==> src/rtl/prot_level_pkg.sv <==
package prot_level_pkg;

    typedef enum logic [1:0] {
        ST_OPEN   = 2'd0,
        ST_RDONLY = 2'd1,
        ST_ISOL   = 2'd2,
        ST_RECFG  = 2'd3
    } fw_state_t;

    typedef enum logic [1:0] {
        LVL_OPEN   = 2'b00,
        LVL_RDONLY = 2'b01,
        LVL_HOLD   = 2'b10,
        LVL_ERRCODE = 2'b11
    } prot_level_t;

endpackage

==> src/rtl/prot_fw_fsm.sv <==
module prot_fw_fsm
    import prot_level_pkg::*;
#(
    parameter int CNT_W = 16
) (
    input  logic             clk,
    input  logic             rst_n,
    input  logic             attack_i,
    input  logic             critical_i,
    input  logic [CNT_W-1:0] quiet_len_i,
    input  logic             go_recfg_i,
    input  logic             recfg_done_i,
    output prot_level_t      level_o,
    output logic             recfg_en_o
);

    fw_state_t        state_q, state_d;
    logic [CNT_W-1:0] cnt_q, cnt_d;

    always_ff @(posedge clk) begin
        if (!rst_n) begin
            state_q <= ST_OPEN;
            cnt_q   <= '0;
        end else begin
            state_q <= state_d;
            cnt_q   <= cnt_d;
        end
    end

    always_comb begin
        state_d = state_q;
        cnt_d   = cnt_q;
        unique case (state_q)
            ST_OPEN: begin
                if (go_recfg_i) begin
                    state_d = ST_RECFG;
                end else if (attack_i) begin
                    state_d = critical_i ? ST_ISOL : ST_RDONLY;
                    cnt_d   = quiet_len_i;
                end
            end
            ST_RDONLY, ST_ISOL: begin
                if (go_recfg_i) begin
                    state_d = ST_RECFG;
                    cnt_d   = '0;
                end else if (attack_i) begin
                    cnt_d = quiet_len_i;
                    if (critical_i) state_d = ST_ISOL;
                end else if (cnt_q == CNT_W'(1)) begin
                    state_d = ST_OPEN;
                    cnt_d   = '0;
                end else if (cnt_q != '0) begin
                    cnt_d = cnt_q - CNT_W'(1);
                end
            end
            ST_RECFG: begin
                cnt_d = '0;
                if (recfg_done_i) state_d = ST_OPEN;
            end
            default: state_d = ST_OPEN;
        endcase
    end

    always_comb begin
        unique case (state_q)
            ST_OPEN:   begin level_o = LVL_OPEN;    recfg_en_o = 1'b0; end
            ST_RDONLY: begin level_o = LVL_RDONLY;  recfg_en_o = 1'b0; end
            ST_ISOL:   begin level_o = LVL_ERRCODE; recfg_en_o = 1'b0; end
            ST_RECFG:  begin level_o = LVL_HOLD;    recfg_en_o = 1'b1; end
            default:   begin level_o = LVL_OPEN;    recfg_en_o = 1'b0; end
        endcase
    end

    p_isolate_r2: assert property (@(posedge clk) disable iff (!rst_n)
        (level_o == LVL_OPEN && attack_i && critical_i && !go_recfg_i)
        |=> level_o == LVL_ERRCODE);

    p_readonly_r3: assert property (@(posedge clk) disable iff (!rst_n)
        (level_o == LVL_OPEN && attack_i && !critical_i && !go_recfg_i)
        |=> level_o == LVL_RDONLY);

    p_zero_hold_r6: assert property (@(posedge clk) disable iff (!rst_n)
        ((state_q == ST_ISOL || state_q == ST_RDONLY) && cnt_q == '0
         && !attack_i && !go_recfg_i)
        |=> $stable(level_o));

    p_escalate_r9: assert property (@(posedge clk) disable iff (!rst_n)
        (level_o == LVL_RDONLY && attack_i && critical_i && !go_recfg_i)
        |=> level_o == LVL_ERRCODE);

    p_recfg_hold_r8: assert property (@(posedge clk) disable iff (!rst_n)
        (state_q == ST_RECFG && !recfg_done_i) |=> (recfg_en_o && level_o == LVL_HOLD));

endmodule

==> src/rtl/prot_irq_status.sv <==
module prot_irq_status #(
    parameter int N_FW = 4
) (
    input  logic            clk,
    input  logic            rst_n,
    input  logic [N_FW-1:0] attack_i,
    input  logic            irq_ack_i,
    output logic [N_FW-1:0] status_o,
    output logic [N_FW-1:0] go_recfg_o,
    output logic            irq_o
);

    logic [N_FW-1:0] status_q;

    always_ff @(posedge clk) begin
        if (!rst_n) status_q <= '0;
        else        status_q <= (status_q & ~{N_FW{irq_ack_i}}) | attack_i;
    end

    assign status_o   = status_q;
    assign go_recfg_o = status_q & {N_FW{irq_ack_i}};
    assign irq_o      = |status_q;

    p_sticky_r7: assert property (@(posedge clk) disable iff (!rst_n)
        !irq_ack_i |=> ((status_o & $past(status_o)) == $past(status_o)));

    p_irq_rise_r7: assert property (@(posedge clk) disable iff (!rst_n)
        $rose(irq_o) |-> $past(|attack_i));

endmodule

==> src/rtl/prot_level_ctrl.sv <==
module prot_level_ctrl
    import prot_level_pkg::*;
#(
    parameter int N_FW  = 4,
    parameter int CNT_W = 16
) (
    input  logic              clk,
    input  logic              rst_n,
    input  logic [N_FW-1:0]   attack_i,
    input  logic [N_FW-1:0]   critical_i,
    input  logic [CNT_W-1:0]  quiet_len_i,
    input  logic              irq_ack_i,
    input  logic [N_FW-1:0]   recfg_done_i,
    output logic [2*N_FW-1:0] prot_level_o,
    output logic [N_FW-1:0]   recfg_en_o,
    output logic              irq_o,
    output logic [N_FW-1:0]   attack_status_o
);

    logic [N_FW-1:0] go_recfg;

    prot_irq_status #(.N_FW(N_FW)) u_irq (
        .clk        (clk),
        .rst_n      (rst_n),
        .attack_i   (attack_i),
        .irq_ack_i  (irq_ack_i),
        .status_o   (attack_status_o),
        .go_recfg_o (go_recfg),
        .irq_o      (irq_o)
    );

    for (genvar g = 0; g < N_FW; g++) begin : g_fw
        prot_level_t lvl;
        prot_fw_fsm #(.CNT_W(CNT_W)) u_fsm (
            .clk          (clk),
            .rst_n        (rst_n),
            .attack_i     (attack_i[g]),
            .critical_i   (critical_i[g]),
            .quiet_len_i  (quiet_len_i),
            .go_recfg_i   (go_recfg[g]),
            .recfg_done_i (recfg_done_i[g]),
            .level_o      (lvl),
            .recfg_en_o   (recfg_en_o[g])
        );
        assign prot_level_o[2*g +: 2] = lvl;
    end

    p_irq_matches_status_r7: assert property (@(posedge clk) disable iff (!rst_n)
        (|attack_i) |=> irq_o);

endmodule

==> config.mk <==
export PLATFORM = sky130hd
export DESIGN_NAME = prot_level_ctrl
export DESIGN_NICKNAME = d
export VERILOG_FILES = /design/src/rtl/prot_level_pkg.sv /design/src/rtl/prot_fw_fsm.sv /design/src/rtl/prot_irq_status.sv /design/src/rtl/prot_level_ctrl.sv
export SDC_FILE = /design/constraint.sdc
export NUM_CORES = 1
export LEC_CHECK = 0
export BUFFER_PORTS_ARGS = -buffer_cell sky130_fd_sc_hd__clkbuf_2
export CORE_MARGIN = 4
export CORE_UTILIZATION = 43
export CTS_BUF_LIST = sky130_fd_sc_hd__clkbuf_8
export CTS_CLUSTER_DIAMETER = 80
export DETAILED_ROUTE_END_ITERATION = 10
export GPL_ROUTABILITY_DRIVEN = 0
export PLACE_DENSITY = 0.6
export SKIP_CTS_REPAIR_TIMING = 1
export SYNTH_ARGS = -nofsm -noshare
export SYNTH_HDL_FRONTEND = slang
export SYNTH_SLANG_ARGS = --single-unit
==> constraint.sdc <==
create_clock -name clk -period 3 [get_ports clk]
set_input_delay 0.6 -clock clk [delete_from_list [all_inputs] [get_ports clk]]
set_output_delay 0.6 -clock clk [all_outputs]
set_load 0.03 [all_outputs]
==> flow_metrics.tcl, run 1 <==
set metrics [dict create \
    status "complete, no violations" \
    antenna_found_initial 0 \
    maxSlewViolCount 0 \
    pwr-share-comb_pct 59.5 \
    path_max_fanout 8 \
    path_delay_family "simple AND/OR/NAND/NOR gates" \
    drive_above_1_share_pct 13.40 \
    core_sq_um 12060 \
    drt_iter0_markers 547 \
    syn_to_final_growth_pct 11.89 \
    crit_type "register to register" \
    clock_path_buffers 2 \
    max_cap_violations 0 \
    crit_path_start_kind "register" \
    dr.pass1.iters 8 \
    synth_edf_count 0 \
    ioPinCount 48 \
    clk_pin_slew_worst_paths_ns 0.08 \
    swShare_pct 48.78 \
    grt_max_degree 41 \
    synth_seq_cells 76 \
    hold_violations 0 \
    hold_path.class "register to register" \
    max_slew_margin_pct 50.82 \
    fillers 1212 \
    drtAntennaViolNets 0 \
    die-area_sq_um 14180 \
    yosysSeqAreaShare_pct 28.69 \
    insertion_delay_ns 0.38 \
    grt_pass1_wl_microns 26880 \
    p_leak_nw 2.280 \
    totalWireLength_microns 16500 \
    io_buffers 47 \
    max_stage_delay_ns 0.66 \
    drc 0 \
    setup_ws_ns 0.3223 \
    power_density_nw_per_um2 1072 \
    routedWlPerCell_microns 18.50 \
    p_seq_share_pct 27.6 \
    syn_inst 683 \
    vias_per_cell 6.232 \
    numCtsBuffers 9 \
    track_usage_pct 23.51 \
    synth_top_cell_area_share_pct 28.69 \
    synth_area_leaders "dfxtp_1, ha_1, a21oi_1, nand2_1, nor2_1" \
    die_y_microns 119.1 \
    antennaDiodeCount 0 \
    synthesis.area_sq_um 5304 \
    crit_path_end_kind "register" \
    ys_warn_count 0 \
    htree_levels 3 \
    required_ns 3.29 \
    peakVddDrop_mv 0.5831 \
    cts_root_buffer "clkbuf_8" \
    synth_fp_nets 738 \
    place_ws_ns 0.3623 \
    cp_cell_sequence "or4_1 -> or4_4 -> o41ai_4 -> buf_4 -> a21oi_1 -> o32ai_1" \
    tightest_slew_ns 0.7310 \
    max_freq_mhz 373.5 \
    initial_core_util_pct 43.97 \
    grt_pass1_vias 5181 \
    intPower_w 0.003257 \
    arrival_ns 2.97 \
    num_rows 40 \
    cts_tree "yes" \
    fin_crit_ns 2.678 \
    layout.nets 774 \
    clock-sinks 76 \
    hold_depth 2 \
    fin_crit_sh_pct 89.26 \
    die-width_microns 119.1 \
    dp_hpwl_microns 11240 \
    cp.buffers_inverters 1 \
    path_depth 6 \
    worst_r2r_path_depth 6 \
    final-seq-area_sq_um 1521 \
    setup_tns_ns 0 \
    fin_skew_ns 0.01002 \
    synth.distinct_cells 71 \
    vias 5559 \
    clkPwrFrac_pct 12.9 \
    p_switching_w 0.003102 \
    grt_overflow 0 \
    async_flop_share_pct 0 \
    critPathSlowestCell "or4_1" \
    rsz0062_at_grt "no" \
    yosysTopAreaCell "dfxtp_1" \
    setup_viol 0 \
    syn_avg_cell_area_sq_um 7.766 \
    multi_input_area_sq_um 3507 \
    synth_ff_type "dfxtp_1" \
]
## cell type report
class	instances	share of cell area [%]
Sequential cell	76	25.64
Inverter	27	1.708
Clock buffer	11	2.551
Timing Repair Buffer	67	6.705
Multi-Input combinational cell	538	59.10
Clock inverter	5	0.7590
Tap cell	168	3.542
## registers in the layout, summed over array words and instances (netlist names)
register and cells:
g_fw.u_fsm.cnt_q 64, g_fw.u_fsm.state_q 8, u_irq.status_o 4
## metrics by stage
step           cells  instance area, sq um  util, %  total power (W)  hold WS [ns]
6_report         892                  5934    49.20         0.006359        0.4649
5_1_grt          892                  5934    49.20         0.006915        0.5053
4_1_cts          892                  5934    49.20         0.006331        0.4665
3_5_place_dp     876                  5738    47.57         0.005481        0.4558
3_3_place_gp     876                  5738    47.57         0.005404        0.4573
2_1_floorplan    683                  5304        -         0.004582        0.4372
## kinds of logic (layout without fill, tap and decap cells)
logic type / Yosys count / after routing / share of synthesized area (%)
AOI/OAI and AO/OA: 231 / 231 / 31.52
xor gates and xnor gates: 15 / 15 / 2.477
adders and majority gates: 24 / 24 / 5.662
buffers and inverters: 69 / 110 / 5.426
DFF: 76 / 76 / 28.69
muxes: 3 / 3 / 0.5662
and+or+nand+nor: 265 / 265 / 25.67
## worst min-delay path, cell delays in order (launching register included)
cell and delay (ns):
dfxtp_1 0.32, nand2_1 0.05, o2bb2ai_1 0.05
## layout by cell type, fill, tap and decap left out, types with 13 or more instances in the layout
cell type,instances
inv_1,30
o32ai_1,15
buf_4,19
a221oi_1,22
o21ai_0,41
ha_1,24
nand2_1,68
clkbuf_2,47
nor3_1,19
nor2_1,64
a21oi_1,54
dfxtp_1,76
nand4_1,13
nor4_1,18
## layer usage
metal | part of all wire, % | vias to the layer above | GRT usage, %
li1 | - | 2680 | -
met3 | 8.0 | 35 | 4.511
met4 | 2.6 | 0 | 7.748
met2 | 45 | 218 | 37.83
met1 | 44 | 2626 | 31.63
met5 | 0 | - | 0
## path summary, 6_finish.rpt
check / slack (ns) / from / endpoint
hold reg to reg: 0.46 / g_fw[0].u_fsm.cnt_q[4] / g_fw[0].u_fsm.cnt_q[4]
setup / recovery: 0.32 / g_fw[0].u_fsm.cnt_q[8] / g_fw[0].u_fsm.cnt_q[8]
setup reg to reg: 0.32 / g_fw[0].u_fsm.cnt_q[8] / g_fw[0].u_fsm.cnt_q[8]
hold / removal: 0.46 / g_fw[0].u_fsm.cnt_q[4] / g_fw[0].u_fsm.cnt_q[4]
## power groups by stage
stage | logic, W | registers, W | clock network (W)
after global placement | 0.00366 | 0.00174 | 0
after detailed placement | 0.00372 | 0.00176 | 0
after global routing | 0.00422 | 0.00182 | 0.000879
after floorplan | 0.00292 | 0.00166 | 0
final | 0.00378 | 0.00175 | 0.000823
after CTS | 0.00374 | 0.00174 | 0.000850
## cells in the mapped netlist (4+ instances only)
| library cell | count |
|---|---|
| inv_1 | 26 |
| o21ai_0 | 41 |
| nor2b_1 | 10 |
| a21boi_0 | 4 |
| and2_1 | 9 |
| a32oi_1 | 8 |
| o41a_1 | 4 |
| o41ai_1 | 4 |
| nand2b_1 | 5 |
| o22ai_1 | 11 |
| xnor2_1 | 11 |
| dfxtp_1 | 76 |
| nor3b_1 | 5 |
| a221oi_1 | 22 |
| a32o_1 | 12 |
| nor4_1 | 18 |
| nand2_1 | 68 |
| nor2_1 | 64 |
| nand3b_1 | 6 |
| nand4b_1 | 5 |
| a21oi_1 | 54 |
| a22oi_1 | 6 |
| nand3_1 | 12 |
| xor2_1 | 4 |
| nor4b_1 | 4 |
| a2bb2oi_1 | 4 |
| nand4_1 | 13 |
| buf_4 | 5 |
| ha_1 | 24 |
| clkbuf_1 | 34 |
| nor3_1 | 20 |
| o32ai_1 | 15 |
| a211oi_1 | 9 |
| o31ai_1 | 4 |
| or3_1 | 6 |
| or4_1 | 6 |
Power figures use the tool's default switching activity.
==> run 2, diff against run 1 <==
--- a/config.mk
+++ b/config.mk
@@ -16,4 +16,5 @@
 export SKIP_CTS_REPAIR_TIMING = 1
 export SYNTH_ARGS = -nofsm -noshare
 export SYNTH_HDL_FRONTEND = slang
+export SYNTH_HIERARCHICAL = 1
 export SYNTH_SLANG_ARGS = --single-unit
==> run 2 against run 1 <==
Effect of this change: utilization is 0.28 points lower; worst hold slack better by 0.014 ns; maximum frequency is 0.64% lower; combinational power is 11% higher; synthesized cell count is 0.15% lower; non-clock buffer count is 11 lower; area after synthesis is 2.7% higher; clock skew is 0.0021 ns lower; clock power is 4.6% lower; wire length is 1.2% higher; setup slack worse by 0.017 ns; cell area is 0.67% higher; critical path type unchanged; largest cell class unchanged; largest power group unchanged.
==> flow_metrics.tcl, run 2 <==
set metrics [dict create \
    max_cap_violations 0 \
    crit_type "register to register" \
    yosysSeqAreaShare_pct 27.93 \
    cts_tree "yes" \
    top_register "g_fw.u_fsm/cnt_q" \
    clock-sinks 76 \
    cp_cell_sequence "inv_1 -> ha_1 -> or4b_2 -> nor4_4 -> a32o_2 -> a221oi_1 -> a211oi_1" \
    grt_pass1_vias 5348 \
    drive_above_1_share_pct 14.36 \
    crit_path_start_kind "register" \
    clock_path_buffers 2 \
    path_max_fanout 21 \
    num_rows 40 \
    final_common_cell "dfxtp_1" \
    p_leak_nw 2.290 \
    vias 5624 \
    synth.distinct_cells 68 \
    ioPinCount 48 \
    synth_seq_cells 76 \
    layout_common_cells "dfxtp_1, nor2_1, nand2_1, a21oi_1, clkbuf_2" \
    met2_length_microns 7344 \
    met3_wirelength_microns 1070 \
    syn_inst 682 \
    syn_to_final_growth_pct 9.669 \
    peakVddDrop_mv 0.6094 \
    die-width_microns 120.6 \
    ys_warn_count 6 \
    initial_core_util_pct 44.61 \
    core_sq_um 12210 \
    synthesis.area_sq_um 5448 \
    required_ns 3.27 \
    rsz0062_at_grt "no" \
    power_density_nw_per_um2 1133 \
    routed.top_layer "met4" \
    drt_iter0_markers 564 \
    fin_skew_ns 0.007882 \
    layout.nets 776 \
    die_y_microns 120.6 \
    yosysTopAreaCell "dfxtp_1" \
    grt_max_degree 25 \
    drtAntennaViolNets 0 \
    drc 0 \
    hold_violations 0 \
    hold_path.class "register to register" \
    fin_crit_ns 2.695 \
    setup_viol 0 \
    insertion_delay_ns 0.36 \
    largest_reg_flops 64 \
    htree_levels 3 \
    synth_edf_count 0 \
    dp_hpwl_microns 11760 \
    synth_top_cell_area_share_pct 27.93 \
    io_buffers 47 \
    fin_crit_sh_pct 89.83 \
    path_delay_family "simple AND/OR/NAND/NOR gates" \
    max_stage_delay_ns 0.65 \
    maxSlewViolCount 0 \
    yosysMostFrequentCell "dfxtp_1" \
    routedWlPerCell_microns 18.72 \
    arrival_ns 2.97 \
    synth_ff_type "dfxtp_1" \
    synth_area_leaders "dfxtp_1, ha_1, nor2_1, a21oi_1, nand2_1" \
    status "complete, no violations" \
    vias_per_cell 6.305 \
    cp.buffers_inverters 1 \
    drt-met1-wl_microns 7541 \
    tightest_slew_ns 0.7299 \
    max_slew_margin_pct 51.34 \
    setup_tns_ns 0 \
    synth_fp_nets 738 \
    cts_root_buffer "clkbuf_8" \
    dr.pass1.iters 5 \
    whs_ns 0.4791 \
    max_freq_mhz 371.1 \
    antenna_found_initial 0 \
    numCtsBuffers 9 \
    grt_overflow 0 \
    async_flop_share_pct 0 \
    crit_path_end_kind "register" \
    antennaDiodeCount 0 \
    totalWireLength_microns 16700 \
    die-area_sq_um 14530 \
    track_usage_pct 23.37 \
    clk_pin_slew_worst_paths_ns 0.08 \
    syn_avg_cell_area_sq_um 7.988 \
    grt_pass1_wl_microns 27460 \
    critPathSlowestCell "or4b_2" \
    ys_top_cells_by_count "dfxtp_1, nor2_1, nand2_1" \
]
==> run 2: worst register-to-register path, delay by kind of cell (launching register included) <==
family	cells	cell delay (ns)
and+or+nand+nor	2	0.87
buffers and inverters	1	0.09
adders and majority gates	1	0.41
AOI/OAI and AO/OA	3	0.87
DFF	1	0.39
==> run 2: area by class of cell <==
cell class	instances	area, sq um
fillers	1228	6237
multi-input cells	541	3621
flip-flops and latches	76	1521
repair buffers	56	302.8
well taps	168	210.2
clock buffers	10	137.6
inverters	36	135.1
clock inverters	5	46.29
==> run 2: per-layer routing <==
| metal | vias up | global-route usage [%] |
|---|---|---|
| li1 | 2695 | - |
| met4 | 0 | 12.11 |
| met3 | 44 | 3.929 |
| met1 | 2674 | 31.45 |
| met2 | 211 | 35.91 |
| met5 | - | 0 |
==> run 2: per-stage QoR <==
| stage | total power, W | worst slack, ns | utilization (%) | cells | cell area [sq um] |
|---|---|---|---|---|---|
| after floorplan | 0.005102 | 0.6094 | - | 682 | 5448 |
| after global placement | 0.005832 | 0.4967 | 47.42 | 877 | 5791 |
| after CTS | 0.006731 | 0.3430 | 48.92 | 892 | 5974 |
| after detailed placement | 0.005921 | 0.3567 | 47.42 | 877 | 5791 |
| after global routing | 0.007368 | 0.1575 | 48.92 | 892 | 5974 |
| final | 0.006772 | 0.3050 | 48.92 | 892 | 5974 |
==> run 2: cells by family (layout without fill, tap and decap cells) <==
| group | count (synthesis) | in the layout | share of synthesized area [%] |
|---|---|---|---|
| multiplexers | 3 | 3 | 0.5512 |
| XOR/XNOR | 16 | 16 | 2.572 |
| adder cells (fa/ha/maj) | 25 | 25 | 5.742 |
| AND/OR/NAND/NOR | 272 | 272 | 27.12 |
| flip-flops | 76 | 76 | 27.93 |
| buffers and inverters | 65 | 107 | 5.604 |
| AO/OA/AOI/OAI | 225 | 225 | 30.48 |
==> run 2: worst paths after layout <==
path,start,endpoint,slack [ns],cells past startpoint
max reg2reg,g_fw[2].u_fsm/state_q[1],g_fw[2].u_fsm/cnt_q[0],0.30,7
min,g_fw[2].u_fsm/cnt_q[12],g_fw[2].u_fsm/cnt_q[12],0.48,2
min reg2reg,g_fw[2].u_fsm/cnt_q[12],g_fw[2].u_fsm/cnt_q[12],0.48,2
max,g_fw[2].u_fsm/state_q[1],g_fw[2].u_fsm/cnt_q[0],0.30,7
==> run 2: report_power, final <==
part | internal (W) | switching [W] | total (W)
Combinational | 0.00157 | 0.00261 | 0.00418
Clock | 0.000393 | 0.000392 | 0.000785
Sequential | 0.00138 | 0.000427 | 0.00180
Total | 0.00334 | 0.00343 | 0.00677
